==> src/rtl/irq_status_pkg.sv <==
package irq_status_pkg;
  localparam int EVT_BITS = 11;
  localparam int LVL_BITS = 11;
  localparam int STAT_BITS = EVT_BITS + LVL_BITS;
  localparam int NUM_IRQ = 2;
  localparam logic [11:0] OFF_STATUS = 12'h034;
  localparam logic [11:0] OFF_CLEAR  = 12'h038;
  localparam logic [11:0] OFF_MASK0  = 12'h03C;
  localparam logic [11:0] OFF_MASK1  = 12'h040;
  localparam logic [11:0] OFF_IDBASE = 12'hFE0;
  localparam logic [EVT_BITS-1:0] EVT_IMPL = 11'b101_1111_1111;

  function automatic logic [7:0] id_byte(input logic [2:0] idx);
    case (idx)
      3'd0: id_byte = 8'h81;
      3'd1: id_byte = 8'h11;
      3'd2: id_byte = 8'h04;
      3'd3: id_byte = 8'h00;
      3'd4: id_byte = 8'h0D;
      3'd5: id_byte = 8'hF0;
      3'd6: id_byte = 8'h05;
      default: id_byte = 8'hB1;
    endcase
  endfunction
endpackage

==> src/rtl/evt_bank.sv <==
module evt_bank #(
  parameter int W = 11,
  parameter logic [W-1:0] IMPL = '1
) (
  input  logic         clk,
  input  logic         rst,
  input  logic [W-1:0] set_i,
  input  logic [W-1:0] clr_i,
  output logic [W-1:0] q_o
);
  for (genvar i = 0; i < W; i++) begin : g_bit
    if (IMPL[i]) begin : g_live
      always_ff @(posedge clk) begin
        if (rst) q_o[i] <= 1'b0;
        else if (set_i[i]) q_o[i] <= 1'b1;
        else if (clr_i[i]) q_o[i] <= 1'b0;
      end

      set_wins_chk: assert property (@(posedge clk) disable iff (rst)
        set_i[i] |=> q_o[i]);
    end else begin : g_tie
      assign q_o[i] = 1'b0;
    end
  end
endmodule

==> src/rtl/irq_combine.sv <==
module irq_combine #(
  parameter int W = 22
) (
  input  logic         clk,
  input  logic         rst,
  input  logic [W-1:0] stat_i,
  input  logic [W-1:0] mask_i,
  output logic         irq_o
);
  always_ff @(posedge clk) begin
    if (rst) irq_o <= 1'b0;
    else irq_o <= |(stat_i & mask_i);
  end

  irq_follow_chk: assert property (@(posedge clk) disable iff (rst)
    (stat_i & mask_i) == '0 |=> !irq_o);
endmodule

==> src/rtl/irq_status_unit.sv <==
module irq_status_unit
  import irq_status_pkg::*;
(
  input  logic                clk,
  input  logic                rst,
  input  logic                reg_wr,
  input  logic                reg_rd,
  input  logic [11:0]         reg_addr,
  input  logic [31:0]         reg_wdata,
  output logic [31:0]         reg_rdata,
  input  logic [EVT_BITS-1:0] evt_set,
  input  logic [LVL_BITS-1:0] lvl_in,
  output logic [NUM_IRQ-1:0]  irq_out
);
  logic [EVT_BITS-1:0]  evt_q, clr_vec;
  logic [LVL_BITS-1:0]  lvl_q;
  logic [STAT_BITS-1:0] status;
  logic [31:0]          mask_q [NUM_IRQ];

  assign clr_vec = (reg_wr && reg_addr == OFF_CLEAR) ? reg_wdata[EVT_BITS-1:0] : '0;

  evt_bank #(.W(EVT_BITS), .IMPL(EVT_IMPL)) u_evt (
    .clk(clk), .rst(rst), .set_i(evt_set), .clr_i(clr_vec), .q_o(evt_q));

  always_ff @(posedge clk) begin
    if (rst) lvl_q <= '0;
    else lvl_q <= lvl_in;
  end

  assign status = {lvl_q, evt_q};

  for (genvar k = 0; k < NUM_IRQ; k++) begin : g_irq
    localparam logic [11:0] MOFF = OFF_MASK0 + 12'(4 * k);
    always_ff @(posedge clk) begin
      if (rst) mask_q[k] <= '0;
      else if (reg_wr && reg_addr == MOFF) mask_q[k] <= reg_wdata;
    end
    irq_combine #(.W(STAT_BITS)) u_comb (
      .clk(clk), .rst(rst), .stat_i(status),
      .mask_i(mask_q[k][STAT_BITS-1:0]), .irq_o(irq_out[k]));
  end

  always_ff @(posedge clk) begin
    if (rst) reg_rdata <= '0;
    else if (reg_rd) begin
      if (reg_addr >= OFF_IDBASE && reg_addr[1:0] == 2'b00)
        reg_rdata <= {24'h0, id_byte(reg_addr[4:2])};
      else case (reg_addr)
        OFF_STATUS: reg_rdata <= 32'(status);
        OFF_MASK0:  reg_rdata <= mask_q[0];
        OFF_MASK1:  reg_rdata <= mask_q[1];
        default:    reg_rdata <= '0;
      endcase
    end
  end


  lvl_track_chk: assert property (@(posedge clk) disable iff (rst)
    1'b1 |=> status[STAT_BITS-1:EVT_BITS] == $past(lvl_in));

  clr_effect_chk: assert property (@(posedge clk) disable iff (rst)
    (clr_vec[0] && !evt_set[0]) |=> !status[0]);

  unused_bit_chk: assert property (@(posedge clk) disable iff (rst) !status[9]);

  sticky_chk: assert property (@(posedge clk) disable iff (rst)
    (status[3] && !clr_vec[3]) |=> status[3]);
endmodule

==> config.mk <==
export PLATFORM = sky130hd
export DESIGN_NAME = irq_status_unit
export DESIGN_NICKNAME = d
export VERILOG_FILES = /design/src/rtl/irq_status_pkg.sv /design/src/rtl/evt_bank.sv /design/src/rtl/irq_combine.sv /design/src/rtl/irq_status_unit.sv
export SDC_FILE = /design/constraint.sdc
export NUM_CORES = 1
export LEC_CHECK = 0
export ABC_CLOCK_PERIOD_IN_PS = 3260
export BUFFER_PORTS_ARGS = -buffer_cell sky130_fd_sc_hd__buf_2
export CORE_ASPECT_RATIO = 1.75
export CORE_MARGIN = 4
export CORE_UTILIZATION = 50
export DETAILED_ROUTE_END_ITERATION = 8
export PLACE_DENSITY_LB_ADDON = 0.3
export SLEW_MARGIN = 0
export SYNTH_ARGS = -nofsm -noshare
export SYNTH_HDL_FRONTEND = slang
export SYNTH_HIERARCHICAL = 1
export SYNTH_SLANG_ARGS = --single-unit
==> constraint.sdc <==
create_clock -name clk -period 3.26 [get_ports clk]
set_input_delay 0.815 -clock clk [delete_from_list [all_inputs] [get_ports clk]]
set_output_delay 0.815 -clock clk [all_outputs]
set_load 0.01 [all_outputs]
==> impl_metrics.toml, run 1 <==
[run_status]
status = "finished, final reports clean"

[route]
drtIter0Drc = 254
wl_per_cell_um = 18.7
routed_wirelength_mm = 12.7
drt-vias-per-instance = 5.64
ant_nets = 0
dr.pass1.iters = 5
drcViolationCount = 0
num_vias = 3849

[min_path]
hold_start = "reg_rdata[30]"
holdCritPathClass = "flip-flop to flip-flop"

[worst_setup_path]
slowest_delay_ns = 0.77
r2r_start = "mask_q[0][10]"
worstSetupStartpoint = "reg_addr[1]"
crit_path_end_kind = "flip-flop"
crit_chain = "buf_2, nor4_2, nand2_1, a211o_1, nor2_1, a221o_1"
crit_required_ns = 3.61
critPathKind = "primary input to flip-flop"
slowest_stage = "a211o_1"
reg2reg_slack_ns = 1.97
arrival_ns = 2.75
cp_num_buf_inv = 1
path_delay_family = "simple AND/OR/NAND/NOR gates"
cp_max_fo = 29
start_kind = "primary input"

[sta]
slew_headroom_pct = 19.9
worst_slack_ns = 0.861
min_period_ns = 2.40
setup-tns-final_ns = 0
rsz0062_at_grt = "no"
clock_skew_ns = 0.00854
tightest_slew_ns = 1.20
fmax_mhz = 417
report.final.slew_viol_count = 0
period_share_pct = 73.6
setup_violations = 0
holdWs_ns = 0.443
hold_violations = 0

[finish]
stdcell_count = 683
post-route-util_pct = 62.1
fin_nets = 613
final_area_um2 = 6390
diodes = 0
drive_above_1_share_pct = 32.2
area_growth_pct = 21.6

[die]
dieHeight_um = 144
die_area_um2 = 12300
rows = 49
coreArea_um2 = 10300
dieWidth_um = 85.5
start_util_pct = 51.0
ioPinCount = 104

[cts]
ctsRootBufferMaster = "clkbuf_16"
clock_latency_ns = 0.41
cts_resized = 0
cts_buffer_depth = 2
clkSinkCount = 119
hold_buffers = 0
postCtsSetupBuffers = 0
cts_tree = "yes"
clk_pin_slew_ns = 0.06
htreeDepth = 4
cts_buffers = 17

[synthesis]
syn_nets = 506
yosys_warnings = 6
synth.cell_area_um2 = 5260
avgSynthCellArea_um2 = 12.1
synthCells = 436

[power_and_ir_drop]
finalPower_mw = 3.55
vdd_drop_max_uv = 465
p_leak_nw = 2.49
power_density_nw_per_um2 = 555

[global_route]
grt_pass1_wl_mm = 20.1
overflow = 0
grt_pass1_vias = 4011
track_usage_pct = 21.8
grt_max_degree = 36
antenna_found_initial = 0

[placement]
place_worst_setup_slack_ns = 0.430
place_congestion = 0.819
dp_cells = 651
io_buffer_count = 102
dpl_cell_area_um2 = 5850
dp_hpwl_mm = 8.73

[flow_run]
cap_violations = 0
## report_power, final
| group | switching [mW] | leakage [nW] | internal (mW) | total (mW) |
|---|---|---|---|---|
| logic | 0.103 | 1.17 | 0.0827 | 0.185 |
| clock network | 0.628 | 0.261 | 1.05 | 1.68 |
| registers | 0.0449 | 1.06 | 1.64 | 1.68 |
| total | 0.776 | 2.49 | 2.77 | 3.55 |
## path summary, 6_finish.rpt
kind                            cells after the start                    end
worst max register to register                      3  g_irq[0].u_comb/irq_o
worst min register to register                      2          reg_rdata[30]
worst max-delay path                                6          reg_rdata[16]
worst min-delay path                                2          reg_rdata[30]
## cell type report
class	count	area, µm²
clock buffer	24	493
clock inverter	8	48.8
fill	846	3910
inverter	11	41.3
multi-input combinational	280	2020
sequential	119	3020
tap	127	159
timing repair buffer	114	613
## flip-flops by register name (all words and copies together), names as in the netlist
register	flops
g_irq.u_comb/irq_o	2
mask_q	64
reg_rdata	32
u_evt/q_o	10
lvl_q	11
## tightest hold or removal path, cell delays in order, from the launching register on
cell and delay [ns]:
dfxtp_1 0.30, nand2_1 0.04, o21ai_1 0.05
## placed cells by master (no fill, tap or decap), drive strengths merged, types with 3 or more instances in the layout
master and instances:
edfxtp 64, nor3 5, nand2b 12, a22o 4, a22oi 48, a2bb2oi 4, and2 75, a21oi 14
inv 12, a221oi 5, clkinv 4, a211oi 3, clkinvlp 3, dfxtp 55, nor2b 11, o22ai 4
o21ai 10, and4 3, a221o 15, clkbuf 24, nand2 16, nor2 27, buf 114
## routing by layer
metal	share of wire (%)	vias to the layer above	track usage [%]
li1	-	1834	-
met1	37	1855	22.8
met2	54	132	39.4
met3	5.8	28	6.54
met4	2.9	0	10.3
met5	0	-	0
Note: power is estimated with default switching activity, not from simulation.
==> inputs of run 2 (changes only) <==
--- a/config.mk
+++ b/config.mk
@@ -5,7 +5,7 @@
 export SDC_FILE = /design/constraint.sdc
 export NUM_CORES = 1
 export LEC_CHECK = 0
-export ABC_CLOCK_PERIOD_IN_PS = 3260
+export ABC_CLOCK_PERIOD_IN_PS = 1950
 export BUFFER_PORTS_ARGS = -buffer_cell sky130_fd_sc_hd__buf_2
 export CORE_ASPECT_RATIO = 1.75
 export CORE_MARGIN = 4
==> constraint.sdc (replaced) <==
create_clock -name clk -period 1.95 [get_ports clk]
set_input_delay 0.4875 -clock clk [delete_from_list [all_inputs] [get_ports clk]]
set_output_delay 0.4875 -clock clk [all_outputs]
set_load 0.01 [all_outputs]
==> run 2 against run 1 <==
  * Via count increased by 4.0%
  * Die area is the same
  * Sequential power is 68% higher
  * Global-route usage rose by 0.78 points
  * First-iteration DRC count fell by 17%
  * Utilization increased by 3.2 points
==> impl_metrics.toml, run 2 (synthesis results as in run 1) <==
[die]
coreArea_um2 = 10300
rows = 49
dieHeight_um = 144
ioPinCount = 104
die_area_um2 = 12300
start_util_pct = 51.0
dieWidth_um = 85.5

[worst_setup_path]
cp_max_fo = 32
critPathKind = "primary input to flip-flop"
crit_path_end_kind = "flip-flop"
path_delay_family = "simple AND/OR/NAND/NOR gates"
slowest_stage = "or3b_1"
arrival_ns = 1.97
crit_chain = "buf_2, or3b_1, nor3b_2, and3b_1, buf_12, and2_1"
slowest_delay_ns = 0.44
crit_required_ns = 2.23
start_kind = "primary input"
cp_num_buf_inv = 2

[placement]
place_congestion = 0.856
dp_hpwl_mm = 9.29
dp_cells = 672
dpl_cell_area_um2 = 6140
io_buffer_count = 102

[cts]
htreeDepth = 4
ctsRootBufferMaster = "clkbuf_16"
hold_buffers = 0
cts_buffer_depth = 2
cts_tree = "yes"
cts_buffers = 17
cts_resized = 0
postCtsSetupBuffers = 0
clk_pin_slew_ns = 0.05
clkSinkCount = 119
clock_latency_ns = 0.41

[global_route]
overflow = 0
antenna_found_initial = 0
grt_pass1_wl_mm = 21.0
grt_pass1_vias = 4219
track_usage_pct = 22.6
grt_max_degree = 33

[route]
drtIter0Drc = 210
routed_wirelength_mm = 13.3
wl_per_cell_um = 18.9
dr.pass1.iters = 5
num_vias = 4004
ant_nets = 0
drt-vias-per-instance = 5.69
drcViolationCount = 0

[sta]
min_period_ns = 1.69
period_share_pct = 86.8
fmax_mhz = 591
holdWs_ns = 0.288
clock_skew_ns = 0.00883
report.final.slew_viol_count = 0
rsz0062_at_grt = "no"
hold_violations = 0
setup_violations = 0
setup-tns-final_ns = 0

[finish]
final_area_um2 = 6720
final_cell_mix = "buf_2 (102), and2_1 (75), edfxtp_1 (64)"
largest_reg_flops = 64
drive_above_1_share_pct = 34.7
fin_nets = 634
final_common_cell = "buf_2"
top_regs = "mask_q: 64 flops, reg_rdata: 32 flops, lvl_q: 11 flops"
diodes = 0
area_growth_pct = 27.9
stdcell_count = 704
largest-register = "mask_q"

[power_and_ir_drop]
switching_share_pct = 21.0
p_int_mw = 4.89
power_density_nw_per_um2 = 921
p_leak_nw = 2.65
clkPwrFrac_pct = 48.9
p_seq_share_pct = 45.5
vdd_drop_max_uv = 697
pwr-share-comb_pct = 5.6
switchingPower_mw = 1.30

[run_status]
status = "finished, final reports clean"

[min_path]
holdCritPathClass = "primary input to flip-flop"

[flow_run]
cap_violations = 0
## run 2: layout make-up
cell class / instances / area [µm²]
Fill cell: 784 / 3580
Tap cell: 127 / 159
Clock buffer: 24 / 483
Timing Repair Buffer: 135 / 883
Sequential cell: 119 / 3020
Inverter: 11 / 41.3
Multi-Input combinational cell: 280 / 2040
Clock inverter: 8 / 95.1
## run 2: power by group through the flow
stage	logic, mW	clock network (mW)	registers (mW)
floorplan	0.169	0	2.85
global placement	0.340	0	2.86
detailed placement	0.347	0	2.86
CTS	0.349	3.06	2.81
global route	0.378	3.18	2.82
finish	0.347	3.02	2.82
## run 2: worst paths after layout
kind / startpoint / cells past startpoint / endpoint / slack, ns
hold / removal: lvl_in[8] / 2 / lvl_q[8] / 0.29
setup reg to reg: mask_q[1][6] / 3 / g_irq[1].u_comb/irq_o / 0.67
hold reg to reg: reg_rdata[31] / 2 / reg_rdata[31] / 0.45
setup / recovery: reg_addr[1] / 6 / mask_q[1][5] / 0.26
## run 2: layer usage
metal / vias up / wire [µm] / track usage, %
met5: - / 0 / 0
met4: 0 / 554 / 12.1
met3: 44 / 901 / 5.57
met2: 183 / 7080 / 41.6
met1: 1904 / 4770 / 23.1
li1: 1873 / - / -
## run 2: worst reg2reg max path, stage by stage (launching register included)
cell      delay, ns
edfxtp_1       0.43
a22oi_1        0.35
and3_1         0.21
a41oi_1        0.13
## run 2: stage by stage
stage               utilization, %  worst slack, ns  power, mW
floorplan                        -          -0.0292       3.01
global placement              59.6          -0.0946       3.20
detailed placement            59.6           -0.149       3.21
CTS                           65.3            0.262       6.22
global route                  65.3            0.189       6.38
finish                        65.3            0.258       6.19
==> inputs of run 3 (changes only) <==
--- a/config.mk
+++ b/config.mk
@@ -6,11 +6,11 @@
 export NUM_CORES = 1
 export LEC_CHECK = 0
 export ABC_CLOCK_PERIOD_IN_PS = 1950
-export BUFFER_PORTS_ARGS = -buffer_cell sky130_fd_sc_hd__buf_2
 export CORE_ASPECT_RATIO = 1.75
-export CORE_MARGIN = 4
+export CORE_MARGIN = 2
 export CORE_UTILIZATION = 50
 export DETAILED_ROUTE_END_ITERATION = 8
+export DONT_BUFFER_PORTS = 1
 export PLACE_DENSITY_LB_ADDON = 0.3
 export SLEW_MARGIN = 0
 export SYNTH_ARGS = -nofsm -noshare
==> constraint.sdc (replaced) <==
create_clock -name clk -period 1.95 [get_ports clk]
set_input_delay 0.4875 -clock clk [delete_from_list [all_inputs] [get_ports clk]]
set_output_delay 0.4875 -clock clk [all_outputs]
set_load 0.005 [all_outputs]
==> run 3 against run 2 <==
  * Sequential power hardly changed
  * Count of clock-buffer cells in the layout is 4 lower
  * Register-to-register slack better by 0.07 ns
  * Non-clock buffer count is 103 lower
  * Flip-flop and latch count stayed put
  * Hold slack worse by 0.14 ns
  * Via count is 11% lower
  * Die area is 7.3% lower
  * Highest routed layer unchanged
==> impl_metrics.toml, run 3 (synthesis results as in run 1) <==
[run_status]
status = "finished, final reports clean"

[die]
dieHeight_um = 140
ioPinCount = 104
coreArea_um2 = 10200
rows = 49
start_util_pct = 51.3
die_area_um2 = 11400
dieWidth_um = 81.5

[sta]
holdWs_ns = 0.149
setup-tns-final_ns = 0
clock_skew_ns = 0.00368
min_period_ns = 1.55
hold_violations = 0
setup_violations = 0
report.final.slew_viol_count = 0
fmax_mhz = 644
period_share_pct = 79.6
rsz0062_at_grt = "no"
worst_slack_ns = 0.398

[finish]
stdcell_count = 602
seqCellArea_um2 = 3020
n_fill_cell = 790
largest_reg_flops = 64
area_growth_pct = 18.6
final_cell_mix = "and2_1 (75), edfxtp_1 (64), dfxtp_1 (55)"
fin_nets = 531
post-route-util_pct = 60.9
multiInputGateArea_um2 = 2040
top_regs = "mask_q: 64 flops, reg_rdata: 32 flops, lvl_q: 11 flops"
final_common_cell = "and2_1"
drive_above_1_share_pct = 20.5
largest-register = "mask_q"

[min_path]
holdCritPathClass = "primary input to flip-flop"

[power_and_ir_drop]
vdd_drop_max_uv = 899
p_leak_nw = 2.21
power_density_nw_per_um2 = 1010

[worst_setup_path]
reg2reg_slack_ns = 0.74
start_kind = "primary input"
worstSetupStartpoint = "reg_addr[4]"
reg2reg_to = "g_irq[1].u_comb/irq_o"
arrival_ns = 1.90
r2r_start = "mask_q[1][12]"
cp_num_cells = 6
cp_max_fo = 9
path_delay_family = "simple AND/OR/NAND/NOR gates"
slowest_stage = "and2_1"
ff2ff_path_depth = 3
crit_chain = "nor4_2, and2_1, buf_4, a22oi_1, nor2_1, a221o_1"
crit_path_end_kind = "flip-flop"
crit_end = "reg_rdata[14]"
critPathKind = "primary input to flip-flop"
slowest_delay_ns = 0.48
crit_required_ns = 2.30
cp_num_buf_inv = 1

[placement]
place_worst_setup_slack_ns = 0.0333
place_congestion = 0.910
dp_hpwl_mm = 9.26
io_buffer_count = 0
dp_cells = 569

[cts]
hold_buffers = 0
cts_tree = "yes"
postCtsSetupBuffers = 0
cts_buffers = 17
clk_pin_slew_ns = 0.05
clock_latency_ns = 0.41
clkSinkCount = 119
ctsRootBufferMaster = "clkbuf_16"
htreeDepth = 4
cts_resized = 0
cts_buffer_depth = 2

[flow_run]
cap_violations = 0

[route]
routed_wirelength_mm = 12.7
wl_per_cell_um = 21.1
drcViolationCount = 0
dr.pass1.iters = 4
num_vias = 3568
drtIter0Drc = 230
ant_nets = 0
drt-vias-per-instance = 5.93

[global_route]
grt_pass1_wl_mm = 19.7
overflow = 0
antenna_found_initial = 1
grt_pass1_vias = 3783
grt_max_degree = 37
track_usage_pct = 24.0
-- run 3: changes by cell type in the layout (fill, tap and decap cells not counted) --
cell / before / now
buf_12: 10 / 9
buf_2: 102 / 0
bufinv_16: 2 / 5
clkbuf_1: 5 / 3
clkbuf_16: 18 / 17
clkbuf_8: 1 / 0
clkinv_1: 0 / 3
clkinv_4: 1 / 0
diode_2: 0 / 1
inv_4: 1 / 0
nor2_1: 24 / 23
nor2_2: 2 / 3
-- run 3: final cells by class --
cell class | count | share of cell area [%]
multi-input cells | 280 | 32.7
well taps | 127 | 2.55
clock buffers | 20 | 7.00
repair buffers | 32 | 5.66
inverters | 11 | 0.662
flip-flops and latches | 119 | 48.5
diodes | 1 | 0.0401
clock inverters | 12 | 2.91
-- run 3: per-layer routing --
metal / part of all wire, % / GRT usage [%]
met4: 3.0 / 12.1
met2: 58 / 44.5
met5: 0 / 0
met1: 32 / 21.7
met3: 6.9 / 8.63
-- run 3: through the flow --
stage	power (mW)	cell area (µm²)
2_1_floorplan	3.01	5290
3_3_place_gp	3.08	5620
3_5_place_dp	3.09	5620
4_1_cts	6.34	6230
5_1_grt	6.49	6240
6_report	6.31	6240
-- run 3: worst min path at each step --
stage | from | to | slack [ns] | cells past startpoint
global route | rst | u_evt/q_o[7] | 0.13 | 1
finish | rst | u_evt/q_o[1] | 0.15 | 1
floorplan | reg_rdata[22] | reg_rdata[22] | 0.45 | 2
detailed placement | reg_rdata[24] | reg_rdata[24] | 0.46 | 2
global placement | reg_rdata[24] | reg_rdata[24] | 0.45 | 2
CTS | rst | u_evt/q_o[1] | 0.13 | 1
-- run 3: power breakdown --
part	switching (mW)	internal (mW)	leakage, nW
registers	0.0794	2.74	1.06
clock network	1.03	2.24	0.304
logic	0.109	0.113	0.847
